### config.mk
export PLATFORM = sky130hd
export DESIGN_NAME = evl_loop_master
export DESIGN_NICKNAME = d
export VERILOG_FILES = /design/src/rtl/evl_pkg.sv /design/src/rtl/evl_ack_gather.sv /design/src/rtl/evl_wait_timer.sv /design/src/rtl/evl_loop_master.sv
export SDC_FILE = /design/constraint.sdc
export NUM_CORES = 1
export LEC_CHECK = 0
export ABC_AREA = 1
export BUFFER_PORTS_ARGS = -buffer_cell sky130_fd_sc_hd__buf_2
export CAP_MARGIN = 0
export CORE_MARGIN = 4
export CORE_UTILIZATION = 40
export DETAILED_ROUTE_END_ITERATION = 10
export PLACE_DENSITY = 0.64
export SYNTH_ARGS = -nofsm -noshare
export SYNTH_HDL_FRONTEND = slang
export SYNTH_HIERARCHICAL = 1
export SYNTH_SLANG_ARGS = --single-unit
### constraint.sdc
create_clock -name clk -period 2.6 [get_ports clk]
set_input_delay 0.26 -clock clk [delete_from_list [all_inputs] [get_ports clk]]
set_output_delay 0.26 -clock clk [all_outputs]
set_load 0.02 [all_outputs]
### src/rtl/evl_pkg.sv
// Shared types for the event handshake sequencer.
package evl_pkg;

    // Sequencer states: idle gate open, command, broadcast, ack wait, halted
    typedef enum logic [2:0] {
        ST_IDLE,
        ST_CMD,
        ST_BCAST,
        ST_WAIT,
        ST_ERR
    } evl_state_e;

endpackage

### src/rtl/evl_ack_gather.sv
// Collects per-worker acknowledges for the current event.
// Assumes: clr is pulsed before the wait starts; en is high only while the
// sequencer waits. Worker i returns its tag in ack_tag[i*TAGW +: TAGW].
module evl_ack_gather #(
    parameter int NWORK = 4,
    parameter int TAGW  = 24
) (
    input  logic                  clk,
    input  logic                  rst_n,
    input  logic                  clr,
    input  logic                  en,
    input  logic [NWORK-1:0]      ack_vld,
    input  logic [NWORK*TAGW-1:0] ack_tag,
    input  logic [TAGW-1:0]       cur_tag,
    output logic [NWORK-1:0]      got_next,
    output logic                  all_done,
    output logic                  mismatch
);

    logic [NWORK-1:0] got_q;
    logic [NWORK-1:0] hit;
    logic [NWORK-1:0] miss;

    // One tag comparator per worker
    for (genvar i = 0; i < NWORK; i++) begin : g_worker
        logic same;
        assign same    = (ack_tag[i*TAGW +: TAGW] == cur_tag);
        assign hit[i]  = en && ack_vld[i] && same;
        assign miss[i] = en && ack_vld[i] && !same;
    end

    // Combine sticky state with this cycle's matching acknowledges
    always_comb begin
        got_next = got_q | hit;
        all_done = en && (&got_next);
        mismatch = |miss;
    end

    // Sticky per-worker record, cleared per event
    always_ff @(posedge clk) begin
        if (!rst_n || clr) begin
            got_q <= '0;
        end else if (en) begin
            got_q <= got_next;
        end
    end

endmodule

### src/rtl/evl_wait_timer.sv
// Counts cycles spent waiting for acknowledges and flags expiry.
// Assumes: run stays high for the whole wait; limit of 0 means no expiry.
module evl_wait_timer #(
    parameter int TOW = 16
) (
    input  logic           clk,
    input  logic           rst_n,
    input  logic           run,
    input  logic [TOW-1:0] limit,
    output logic           expired
);

    logic [TOW-1:0] cnt;

    // Cycle counter, held at zero outside the wait
    always_ff @(posedge clk) begin
        if (!rst_n || !run) begin
            cnt <= '0;
        end else begin
            cnt <= cnt + TOW'(1);
        end
    end

    // Expiry on the last permitted wait cycle
    always_comb begin
        expired = run && (limit != '0) && (cnt == limit - TOW'(1));
    end

endmodule

### src/rtl/evl_loop_master.sv
// Event handshake sequencer: gates triggers, issues command and tag,
// broadcasts the tag to workers, waits for all matching acknowledges.
// Assumes: one trigger per high cycle of trig_in; NWORK from 1 to 16.
module evl_loop_master
    import evl_pkg::*;
#(
    parameter int NWORK = 4,
    parameter int TAGW  = 24,
    parameter int CMDW  = 8,
    parameter int TOW   = 16,
    parameter int DROPW = 16
) (
    input  logic                  clk,
    input  logic                  rst_n,
    input  logic                  trig_in,
    input  logic [CMDW-1:0]       cmd_code,
    input  logic [TOW-1:0]        timeout_limit,
    input  logic                  err_clr,
    output logic                  trig_en,
    output logic                  cmd_valid,
    output logic [CMDW-1:0]       cmd_word,
    output logic [TAGW-1:0]       cmd_tag,
    output logic                  bcast_valid,
    output logic [TAGW-1:0]       bcast_tag,
    input  logic [NWORK-1:0]      ack_vld,
    input  logic [NWORK*TAGW-1:0] ack_tag,
    output logic                  tag_err,
    output logic                  err_timeout,
    output logic [NWORK-1:0]      err_missing,
    output logic [DROPW-1:0]      drop_count
);

    evl_state_e       state;
    logic [TAGW-1:0]  cur_tag;
    logic [TAGW-1:0]  next_tag;
    logic [CMDW-1:0]  cmd_q;
    logic [NWORK-1:0] got_next;
    logic             all_done;
    logic             mismatch;
    logic             expired;
    logic             waiting;

    // Decode outputs from the state
    always_comb begin
        trig_en     = (state == ST_IDLE);
        cmd_valid   = (state == ST_CMD);
        bcast_valid = (state == ST_BCAST);
        err_timeout = (state == ST_ERR);
        waiting     = (state == ST_WAIT);
        cmd_word    = cmd_q;
        cmd_tag     = cur_tag;
        bcast_tag   = cur_tag;
    end

    evl_ack_gather #(
        .NWORK(NWORK),
        .TAGW (TAGW)
    ) u_gather (
        .clk     (clk),
        .rst_n   (rst_n),
        .clr     (bcast_valid),
        .en      (waiting),
        .ack_vld (ack_vld),
        .ack_tag (ack_tag),
        .cur_tag (cur_tag),
        .got_next(got_next),
        .all_done(all_done),
        .mismatch(mismatch)
    );

    evl_wait_timer #(
        .TOW(TOW)
    ) u_timer (
        .clk    (clk),
        .rst_n  (rst_n),
        .run    (waiting),
        .limit  (timeout_limit),
        .expired(expired)
    );

    // Main sequence: accept, command, broadcast, wait, close or halt
    always_ff @(posedge clk) begin
        if (!rst_n) begin
            state       <= ST_IDLE;
            cur_tag     <= '0;
            next_tag    <= '0;
            cmd_q       <= '0;
            err_missing <= '0;
        end else begin
            case (state)
                ST_IDLE: begin
                    if (trig_in) begin
                        state    <= ST_CMD;
                        cur_tag  <= next_tag;
                        next_tag <= next_tag + TAGW'(1);
                        cmd_q    <= cmd_code;
                    end
                end
                ST_CMD:   state <= ST_BCAST;
                ST_BCAST: state <= ST_WAIT;
                ST_WAIT: begin
                    if (all_done) begin
                        state <= ST_IDLE;
                    end else if (expired) begin
                        state       <= ST_ERR;
                        err_missing <= ~got_next;
                    end
                end
                ST_ERR: begin
                    if (err_clr) begin
                        state       <= ST_IDLE;
                        err_missing <= '0;
                    end
                end
                default: state <= ST_IDLE;
            endcase
        end
    end

    // Refused-trigger counter
    always_ff @(posedge clk) begin
        if (!rst_n) begin
            drop_count <= '0;
        end else if (trig_in && !trig_en) begin
            drop_count <= drop_count + DROPW'(1);
        end
    end

    // One-cycle wrong-tag flag
    always_ff @(posedge clk) begin
        if (!rst_n) begin
            tag_err <= 1'b0;
        end else begin
            tag_err <= mismatch;
        end
    end

endmodule

# Word level (Yosys, flattened, before mapping)
# Cells that the tools add are included.
# word_totals
out_inout_bits	81
word_cells	71
register_bits	100
# op_classes
n_eq_ne	14
mux	9
bitwise	2
addsub	4
n_reduce_logical	33
# ops
operator	n
$eq A24 B24 Y1	4
$add A16 B1 Y16 const B	2
$add A24 B1 Y24 const B	1
$eq A16 B16 Y1	1
$logic_and A1 B1 Y1	16
$reduce_bool A16 Y1	1
$sub A16 B1 Y16 const B	1
$pmux W3 S5	1
$mux W3	4
$mux W4	3
$ne A2 B2 Y1 const B	4
$pmux W4 S2	1
$reduce_and A4 Y1	2
$logic_not A1 Y1	7
$eq A3 B2 Y1 const B	2
$not A4 Y4	1
$or A4 B4 Y4	1
$reduce_or A4 Y1	1
$eq A3 B1 Y1 const B	1
$eq A3 B3 Y1 const B	1
$logic_not A3 Y1	1
$ne A3 B3 Y1 const B	1
$reduce_and A3 Y1	1
$logic_or A1 B1 Y1	2
other kinds (2)	2

# Longest topological paths before layout
# Gate-level depths: netlist of the first run.
# logic_depth
word_depth	8
ltp_mapped	18

# By module
# Netlist of the first run, hierarchy kept.
# by_module_without_submodules
mod	cells_per_inst	area_each_um2	seq_area_each_um2	n_inst
evl_loop_master	550	3827.4	1601.5	1
evl_ack_gather	266	1685.4	80.1	1
evl_wait_timer	234	1391.3	320.3	1

# Worst setup path after synthesis of the first run
# Ideal clock, no wire load.
# synth_timing
path_kind	reg-to-reg
from	register state[0]
to	register err_missing[3]
n_path_buf	0
stages_incl_launch_ff	15
t_required_ns	2.467
arrival_time_ns	1.971
slack_ns	0.497
cell_sequence	dfxtp_1 > nand2_1 > nor2_1 > a21boi_0 > nand4_1 > nor2_1 > nand3_1 > nor2_1 > nand4_1 > nor2_1 > inv_1 > o21ai_0 > nand3_1 > nand2_1 > a21oi_1
# synth_lines
item	line	rtl
start, declared	evl_loop_master.sv:33	evl_state_e state;
start signal, assigned	evl_loop_master.sv:84	state <= ST_IDLE;
start signal, assigned	evl_loop_master.sv:93	state <= ST_CMD;
start signal, assigned	evl_loop_master.sv:99	ST_CMD: state <= ST_BCAST;
$eq A3 B2 Y1	evl_loop_master.sv:49	waiting = (state == ST_WAIT);
via waiting	evl_loop_master.sv:41	logic waiting;
$logic_and A1 B1 Y1 (2 in a row)	evl_wait_timer.sv:26	expired = run && (limit != '0) && (cnt == limit - TOW'(1));
via expired	evl_loop_master.sv:40	logic expired;
$ne A2 B2 Y1 (no source line)	--	
$reduce_and A4 Y1 (no source line)	--	
end signal, assigned	evl_loop_master.sv:106	err_missing <= ~got_next;
end, declared	evl_loop_master.sv:29	output logic [NWORK-1:0] err_missing,
# The timed path passes the listed nets, and every way through them passes these cells. The select of a mux whose other input is x is not followed.
# A chain may end at the register's enable or synchronous reset.

# Worst setup path after layout of the first run
# layout_timing
from	register state[0]
to	register err_missing[0]
# Same word-level chain as after synthesis.

==> results_dict.tcl, run 1 <==
set metrics [dict create \
    status "completed" \
    finalInstanceArea_um2 8160 \
    synth_ff_type "dfxtp_1" \
    drt_iter0_markers 339 \
    antenna_found_initial 0 \
    async_flop_share 0 \
    max_freq_mhz 440 \
    root_buffer "clkbuf_16" \
    yosys_register_bits 100 \
    vias_per_cell 4.76 \
    slew-limit-headroom 0.676 \
    grt_util_all_layers 0.201 \
    synth_common_cells "304 x nand2_1, 129 x nor2_1, 114 x inv_1" \
    cts_setup_buffers 0 \
    hold_viol 0 \
    rsz0062_at_grt "false" \
    hold_class "input port to flop" \
    cts.clk_slew.worst_paths_ns 0.07 \
    power_density_nw_per_um2 478 \
    syn_area_um2 6900 \
    numCtsBuffers 9 \
    crit_chain "nand2_1 > nor2_1 > a21boi_0 > nand4_1 > nor2_1 > nand3_1 > nor2_1 > nand4_1 > nor2_1 > inv_1 > o21ai_0 > nand3_1 > nand2_1 > a21oi_1" \
    synth_cell_types 39 \
    wl_um 20000 \
    max_stage_delay_ns 0.42 \
    io_buffer_count 208 \
    critPathMostFrequentCell "nor2_1" \
    yosys.area.top_type "dfxtp_1" \
    firstDrtPassIters 5 \
    synth_top_area_share 0.290 \
    ir_drop_v 0.000290 \
    seq_area_frac_synth 0.290 \
    dieArea_um2 19400 \
    synth_area_leaders "dfxtp_1 29%, nand2_1 17%, xnor2_1 10%" \
    core_area_um2 16800 \
    final_max_slew_viol_count 0 \
    vias 6866 \
    setup_viol 0 \
    worst_slew_pin_slew_ns 0.485 \
    cts.sinks 100 \
    clock_latency_ns 0.35 \
    syn_avg_cell_area_um2 6.58 \
    fillers 1759 \
    worstPathRequired_ns 2.82 \
    cts_buffer_depth 2 \
    place_hpwl_um 15800 \
    path_class "flop to flop" \
    regToRegSetupSlack_ns 0.33 \
    gr-total-overflow 0 \
    grt_pass1_wl_um 32300 \
    synth_most_common_cell "nand2_1" \
    tns_ns 0 \
    p_total_mw 3.90 \
    io_pins 209 \
    ys_warn_count 6 \
    drv_cap 0 \
    gp_congestion 0.916 \
    leakagePower_nw 3.70 \
    grt_max_degree 41 \
    synth-edff-count 0 \
    final_core_util 0.487 \
    syn-instance-count 1050 \
    htree_levels 3 \
    detail_route.drc_violations 0 \
    finalCritPeriodShare 0.875 \
    cp_max_fo 4 \
    start_util 0.412 \
    rows 47 \
    hold_buffers 0 \
    die_width_um 139 \
    cts_resized 0 \
    nets 1350 \
    worst_clock_skew_ns 0.0111 \
    first_global_vias 6404 \
    cp_data_arrival_time_ns 2.49 \
    drive_above_1_share 0.238 \
    placed_area_um2 7820 \
    die_h_um 139 \
    end_kind "flop" \
    diodes 0 \
    ant_nets 0 \
    cts_tree "built" \
    area_growth_pct 18.1 \
    startpoint_type "flop" \
    slowest_stage "dfxtp_1" \
    synth_nets 1182 \
    wl_per_cell_um 13.9 \
    min_period_ns 2.27 \
]
flip-flops by register name, summed over array words and instances, names as in the netlist:
register,cells
u_gather/got_q,4
bcast_tag,24
cmd_word,8
err_missing,4
state,3
u_timer/cnt,16
tag_err,1
next_tag,24
drop_count,16
final cells by class:
| type | instances | area (um^2) | area share |
|---|---|---|---|
| Clock buffer | 13 | 270 | 0.0331 |
| Inverter | 125 | 469 | 0.0575 |
| Clock inverter | 3 | 67.6 | 0.00828 |
| Timing Repair Buffer | 214 | 1090 | 0.133 |
| Tap cell | 220 | 275 | 0.0337 |
| Multi-Input combinational cell | 768 | 3990 | 0.489 |
| Sequential cell | 100 | 2000 | 0.245 |
placed cells by master, fill, tap and decap left out, types with 25 or more instances in the layout:
cell / count
nor2_1: 129
dfxtp_1: 100
nand2_1: 304
a21oi_1: 66
o21ai_0: 28
nand4_1: 25
buf_2: 208
inv_1: 114
xnor2_1: 80
nand3_1: 36
cell families (layout without fill, tap and decap cells):
family,after synthesis,count (layout),synth area share
xor+xnor,95,95,0.123
compound gates,106,106,0.0792
simple gates,563,563,0.368
buf+inv,182,355,0.133
flops,100,100,0.290
fa+ha+maj,4,4,0.00725
per-layer routing:
layer  wire length [um]  global-route usage  vias to the layer above
met1               9110               0.260                     3102
li1                   -                   -                     3579
met4                304              0.0577                        0
met5                  0                   0                        -
met2               9530               0.338                      165
met3               1080              0.0439                       20
per-stage QoR:
step / worst slack, ns / hold slack, ns / std cells
final: 0.325 / 0.161 / 1443
after global routing: 0.0639 / 0.164 / 1443
after CTS: 0.368 / 0.150 / 1443
after detailed placement: 0.316 / 0.455 / 1427
after global placement: 0.411 / 0.450 / 1427
after floorplan: 0.497 / 0.403 / 1050
report_power, final:
group / switching, mW / total [mW] / leakage (nW) / internal, mW
clock network: 0.581 / 1.50 / 0.162 / 0.923
logic: 0.448 / 0.741 / 2.73 / 0.292
registers: 0.0789 / 1.66 / 0.809 / 1.58
worst max-delay path, delay by kind of cell (launching register included):
kind,cells,cell delay [ns]
AND/OR/NAND/NOR,10,1.21
buffers and inverters,1,0.08
AO/OA/AOI/OAI,3,0.44
flip-flops,1,0.42
path summary, 6_finish.rpt:
check | startpoint | to | depth (start not counted)
worst max-delay path | state[0] | err_missing[0] | 14
worst min-delay path | cmd_code[2] | cmd_word[2] | 3
worst max register to register | state[0] | err_missing[0] | 14
worst min register to register | drop_count[4] | drop_count[4] | 2
(Power assumes the default switching activity.)
==> run 2: changes to the inputs <==
- CORE_UTILIZATION: 40 -> 30
- PLACE_DENSITY: 0.64 -> 0.5
==> run 2 against run 1 <==
Net effect: register-to-register slack better by 0.04 ns; hold slack worse by 0.0087 ns; via count down 2.8%; cell count up 4.4%; design area up 0.52%; critical endpoint is now err_missing[2]; combinational power about the same; global-route usage down 4.5 points; flip-flop and latch count unchanged; setup slack better by 0.040 ns; first-iteration DRC count down 4.1%; sequential power about the same.
==> results_dict.tcl, run 2 (same netlist as run 1, synthesis figures left out) <==
set metrics [dict create \
    worstPathRequired_ns 2.82 \
    dp_worst_setup_slack_ns 0.357 \
    diodes 0 \
    clockPowerShare 0.368 \
    worstSetupEndpoint "err_missing[2]" \
    drt_iter0_markers 325 \
    r2r_end "err_missing[2]" \
    combPwrFrac 0.196 \
    worst_slew_pin_slew_ns 0.488 \
    gr-total-overflow 0 \
    clock_latency_ns 0.35 \
    cp_data_arrival_time_ns 2.45 \
    crit_family "simple AND/OR/NAND/NOR gates" \
    vias 6671 \
    detail_route.drc_violations 0 \
    max_stage_delay_ns 0.42 \
    mostFrequentLayoutCells "304 x nand2_1, 208 x buf_2, 129 x nor2_1" \
    io_buffer_count 208 \
    cts.sinks 100 \
    wl_um 20500 \
    leakagePower_nw 3.68 \
    startpoint "state[0]" \
    internal_power_mw 2.63 \
    place_hpwl_um 16400 \
    grt_util_all_layers 0.156 \
    path_class "flop to flop" \
    root_buffer "clkbuf_16" \
    drv_cap 0 \
    start_util 0.305 \
    nets 1349 \
    grt_pass1_wl_um 32300 \
    swShare 0.307 \
    min_period_ns 2.23 \
    startpoint_type "flop" \
    cts_tree "built" \
    core_area_um2 22600 \
    cp.buffers_inverters 1 \
    cts_buffer_depth 2 \
    fin_ws_ns 0.365 \
    grt.busiest_layer "met2" \
    io_pins 209 \
    antenna_found_initial 0 \
    drive_above_1_share 0.238 \
    area_growth_pct 18.8 \
    r2r-start "state[0]" \
    cp_max_fo 4 \
    hold_viol 0 \
    hold_buffers 0 \
    wl_per_cell_um 13.6 \
    die_width_um 160 \
    tns_ns 0 \
    firstDrtPassIters 5 \
    grt_max_degree 39 \
    dieArea_um2 25500 \
    grtUsageMet1 0.207 \
    setup_viol 0 \
    ant_nets 0 \
    crit_chain "nand2_1 > nor2_1 > a21boi_0 > nand4_1 > nor2_1 > nand3_1 > nor2_1 > nand4_1 > nor2_1 > inv_1 > o21ai_0 > nand3_1 > nand2_1 > a21oi_1" \
    p_switching_mw 1.17 \
    grt_util_met2 0.262 \
    fillers 2493 \
    status "completed" \
    finalCritPeriodShare 0.860 \
    slew-limit-headroom 0.674 \
    use_met3 0.0245 \
    slowest_stage "dfxtp_1" \
    end_kind "flop" \
    p_total_mw 3.80 \
    gp_congestion 0.843 \
    first_global_vias 6160 \
    hold_class "input port to flop" \
    rsz0062_at_grt "false" \
    critPathMostFrequentCell "nor2_1" \
    vias_per_cell 4.43 \
    regToRegSetupSlack_ns 0.37 \
    ir_drop_v 0.000314 \
    cts.clk_slew.worst_paths_ns 0.08 \
    htree_levels 3 \
    path_depth 14 \
    numCtsBuffers 9 \
    cts_setup_buffers 0 \
    r2r_cells 14 \
    final_common_cell "nand2_1" \
    seqPwrFrac 0.436 \
    final_max_slew_viol_count 0 \
    die_h_um 160 \
    max_freq_mhz 447 \
    worst_clock_skew_ns 0.0105 \
    cts_resized 0 \
    power_density_nw_per_um2 463 \
    rows 55 \
    whs_ns 0.153 \
]
[run 2: cell types whose count changed in the layout (fill, tap and decap cells not counted)]
| cell | change |
|---|---|
| bufinv_16 | -1 |
| buf_4 | -1 |
| clkbuf_1 | -1 |
| inv_6 | +3 |
| clkinv_4 | +2 |
| clkbuf_8 | -3 |
[run 2: how the worst min path moves through the flow]
stage | startpoint | end | slack, ns | cells past startpoint
6_report | cmd_code[0] | cmd_word[0] | 0.15 | 3
3_3_place_gp | cmd_word[3] | cmd_word[3] | 0.45 | 2
5_1_grt | cmd_code[2] | cmd_word[2] | 0.15 | 3
2_1_floorplan | cmd_code[0] | cmd_word[0] | 0.40 | 2
4_1_cts | cmd_code[7] | cmd_word[7] | 0.13 | 3
3_5_place_dp | cmd_word[4] | cmd_word[4] | 0.45 | 2
[run 2: cell type report]
type,instances,area [um^2],share of cell area
clock inverter,7,81.3,0.00992
multi-input combinational,768,3990,0.486
tap,285,357,0.0435
inverter,125,469,0.0572
timing repair buffer,213,1080,0.132
sequential,100,2000,0.244
clock buffer,9,225,0.0275
[run 2: metal layers]
metal	up-vias	wire, um
met3	17	976
met2	165	9480
li1	3576	-
met1	2913	9790
met4	0	277
met5	-	0
[run 2: per-stage QoR]
stage | utilization | instances | instance area, um^2
floorplan | - | 1050 | 6900
global placement | 0.349 | 1491 | 7890
detailed placement | 0.349 | 1491 | 7890
CTS | 0.362 | 1507 | 8200
global route | 0.362 | 1507 | 8200
finish | 0.362 | 1507 | 8200
[run 2: power groups by stage]
stage                     Sequential (mW)  Combinational [mW]  Clock (mW)
after floorplan                      1.70               0.507           0
after global placement               1.69               0.750           0
after detailed placement             1.69               0.752           0
after CTS                            1.66               0.755        1.46
after global routing                 1.66               0.826        1.51
final                                1.65               0.743        1.40
[run 2: worst min-delay path: cells and delay by family]
family / cells / cell delay, ns
buf+inv: 1 / 0.09
simple gates: 1 / 0.05
compound gates: 1 / 0.05
==> run 3: changes to the inputs <==
- ABC_AREA: 1 -> not set
- PLACE_DENSITY: 0.5 -> 0.52
==> run 3 against run 2 <==
Net effect: synthesized cell count fell by 30%; routed wire length fell by 4.2%; utilization rose by 4.5 points; cell count fell by 18%; first-iteration DRC count rose by 18%; via count fell by 10%; design area fell by 2.8%; global-route usage rose by 1.0 points; critical endpoint is now err_missing[1].
==> results_dict.tcl, run 3 <==
set metrics [dict create \
    synth-edff-count 0 \
    async_flop_share 0 \
    numCtsBuffers 9 \
    start_util 0.306 \
    fillers 2077 \
    detail_route.drc_violations 0 \
    drv_cap 0 \
    nets 1100 \
    yosys.area.top_type "dfxtp_1" \
    diodes 0 \
    area_growth_pct 32.8 \
    max_stage_delay_ns 0.53 \
    gp_congestion 0.848 \
    cts_tree "built" \
    finalCritPeriodShare 0.971 \
    wirelength_met1_um 9390 \
    end_kind "flop" \
    htree_levels 3 \
    worst_slew_pin_slew_ns 0.657 \
    hold_class "input port to flop" \
    power_density_nw_per_um2 426 \
    synth_cell_types 62 \
    place_hpwl_um 15500 \
    drive_above_1_share 0.332 \
    setup_viol 0 \
    gr-total-overflow 0 \
    core_area_um2 19600 \
    cp_data_arrival_time_ns 2.75 \
    dr_wl_met3_um 1050 \
    grt_util_all_layers 0.166 \
    root_buffer "clkbuf_16" \
    cts_buffer_depth 2 \
    final_common_cell "buf_2" \
    antenna_found_initial 0 \
    rsz0062_at_grt "true" \
    firstDrtPassIters 5 \
    first_global_vias 5452 \
    whs_ns 0.137 \
    route.met2.wl_um 9020 \
    hold_viol 0 \
    r2r-start "bcast_tag[2]" \
    syn_avg_cell_area_um2 8.11 \
    worstPathRequired_ns 2.83 \
    slowest_stage "or4_4" \
    dieArea_um2 22300 \
    startpoint "timeout_limit[6]" \
    synth_most_common_cell "dfxtp_1" \
    io_pins 209 \
    path_class "input port to flop" \
    seq_area_frac_synth 0.334 \
    tns_ns 0 \
    die_h_um 149 \
    ant_nets 0 \
    mostFrequentLayoutCells "206 x buf_2, 95 x nand2_1, 95 x xor2_1" \
    cts.clk_slew.worst_paths_ns 0.07 \
    drt_iter0_markers 384 \
    final_cells 1238 \
    grt_max_degree 56 \
    clock_latency_ns 0.36 \
    finalInstanceArea_um2 7970 \
    ir_drop_v 0.000326 \
    synth_ff_type "dfxtp_1" \
    place_inst 1220 \
    wl_per_cell_um 15.9 \
    syn_area_um2 6000 \
    min_period_ns 2.52 \
    max_freq_mhz 396 \
    cp_max_fo 4 \
    rows 51 \
    leakagePower_nw 3.41 \
    vias_per_cell 4.84 \
    ys_warn_count 6 \
    cts.sinks 100 \
    status "completed" \
    grt_pass1_wl_um 29500 \
    p_total_mw 3.39 \
    holdCritStartpoint "cmd_code[3]" \
    placed_area_um2 7530 \
    die_width_um 149 \
    synth_top_area_share 0.334 \
    syn-instance-count 740 \
    synth_common_cells "100 x dfxtp_1, 95 x nand2_1, 95 x xor2_1" \
    io_buffer_count 208 \
    crit_chain "buf_6 > or4_4 > or3_4 > or4_4 > a211oi_2 > o211ai_1 > a211oi_2 > buf_4 > a32oi_4 > a2bb2oi_1 > nor2_1" \
    worst_clock_skew_ns 0.00884 \
    synth_nets 872 \
    top_layer "met4" \
    synth_area_leaders "dfxtp_1 33%, xor2_1 14%, xnor2_1 6.4%" \
    wl_um 19700 \
    startpoint_type "input port" \
    vias 5986 \
    slew-limit-headroom 0.558 \
    yosys_register_bits 100 \
    final_max_slew_viol_count 0 \
]
## run 3: cell types whose count changed in the layout (fill, tap and decap cells not counted), moves of 14 or more
cell     delta
nand3_1    -14
buf_4      +53
nor2_1     -85
nand2_1   -209
or3_1      +16
inv_1      -97
xor2_1     +82
xnor2_1    -37
nor4_1     +23
## run 3: cell families (layout without fill, tap and decap cells)
kind of cell | Yosys count | after routing | share of synthesized area
simple gates | 308 | 308 | 0.267
xor+xnor | 139 | 139 | 0.203
compound gates | 117 | 117 | 0.121
flops | 100 | 100 | 0.334
buf+inv | 68 | 301 | 0.0605
fa+ha+maj | 4 | 4 | 0.00834
mux | 4 | 4 | 0.00688
## run 3: cell type report
type                            instances  area, um^2  share of cell area
Clock inverter                          5        58.8             0.00738
Sequential cell                       100        2010               0.253
Timing Repair Buffer                  267        1510               0.189
Clock buffer                           11         243              0.0305
Tap cell                              265         332              0.0416
Multi-Input combinational cell        572        3740               0.470
Inverter                               18        67.6             0.00848
## run 3: stage by stage
step | utilization | setup slack (ns)
CTS | 0.401 | -0.00333
global placement | 0.385 | -0.373
floorplan | - | -0.0988
detailed placement | 0.385 | -0.454
finish | 0.407 | 0.0764
global route | 0.407 | -0.0485
## run 3: final timing paths
| path | end | slack [ns] | cells past startpoint |
|---|---|---|---|
| worst max-delay path | err_missing[1] | 0.08 | 11 |
| worst min-delay path | cmd_word[3] | 0.14 | 3 |
| worst max register to register | err_missing[1] | 0.10 | 11 |
| worst min register to register | cmd_word[4] | 0.45 | 2 |
## run 3: critical path: cells and delay by family
family / cells / cell delay (ns)
AO/OA/AOI/OAI: 5 / 0.80
buffers and inverters: 2 / 0.26
AND/OR/NAND/NOR: 4 / 1.42
## run 3: power breakdown
group / switching (mW) / internal [mW] / total [mW]
registers: 0.0175 / 1.55 / 1.57
clock network: 0.611 / 0.775 / 1.39
logic: 0.243 / 0.198 / 0.441
## run 3: per-layer routing
layer  global-route usage  up-vias
li1                     -     3038
met1                0.240     2789
met2                0.256      142
met4               0.0394        0
met5                    0        -
met3               0.0292       17
## run 3: timing repair
| action | in CTS | in global routing |
|---|---|---|
| gates resized for setup | 6 | 22 |
| buffers inserted | 1 | 1 |
| endpoints found under the setup margin | 5 | 7 |
| hold buffers | 0 | 0 |
| pin swaps | 2 | 9 |
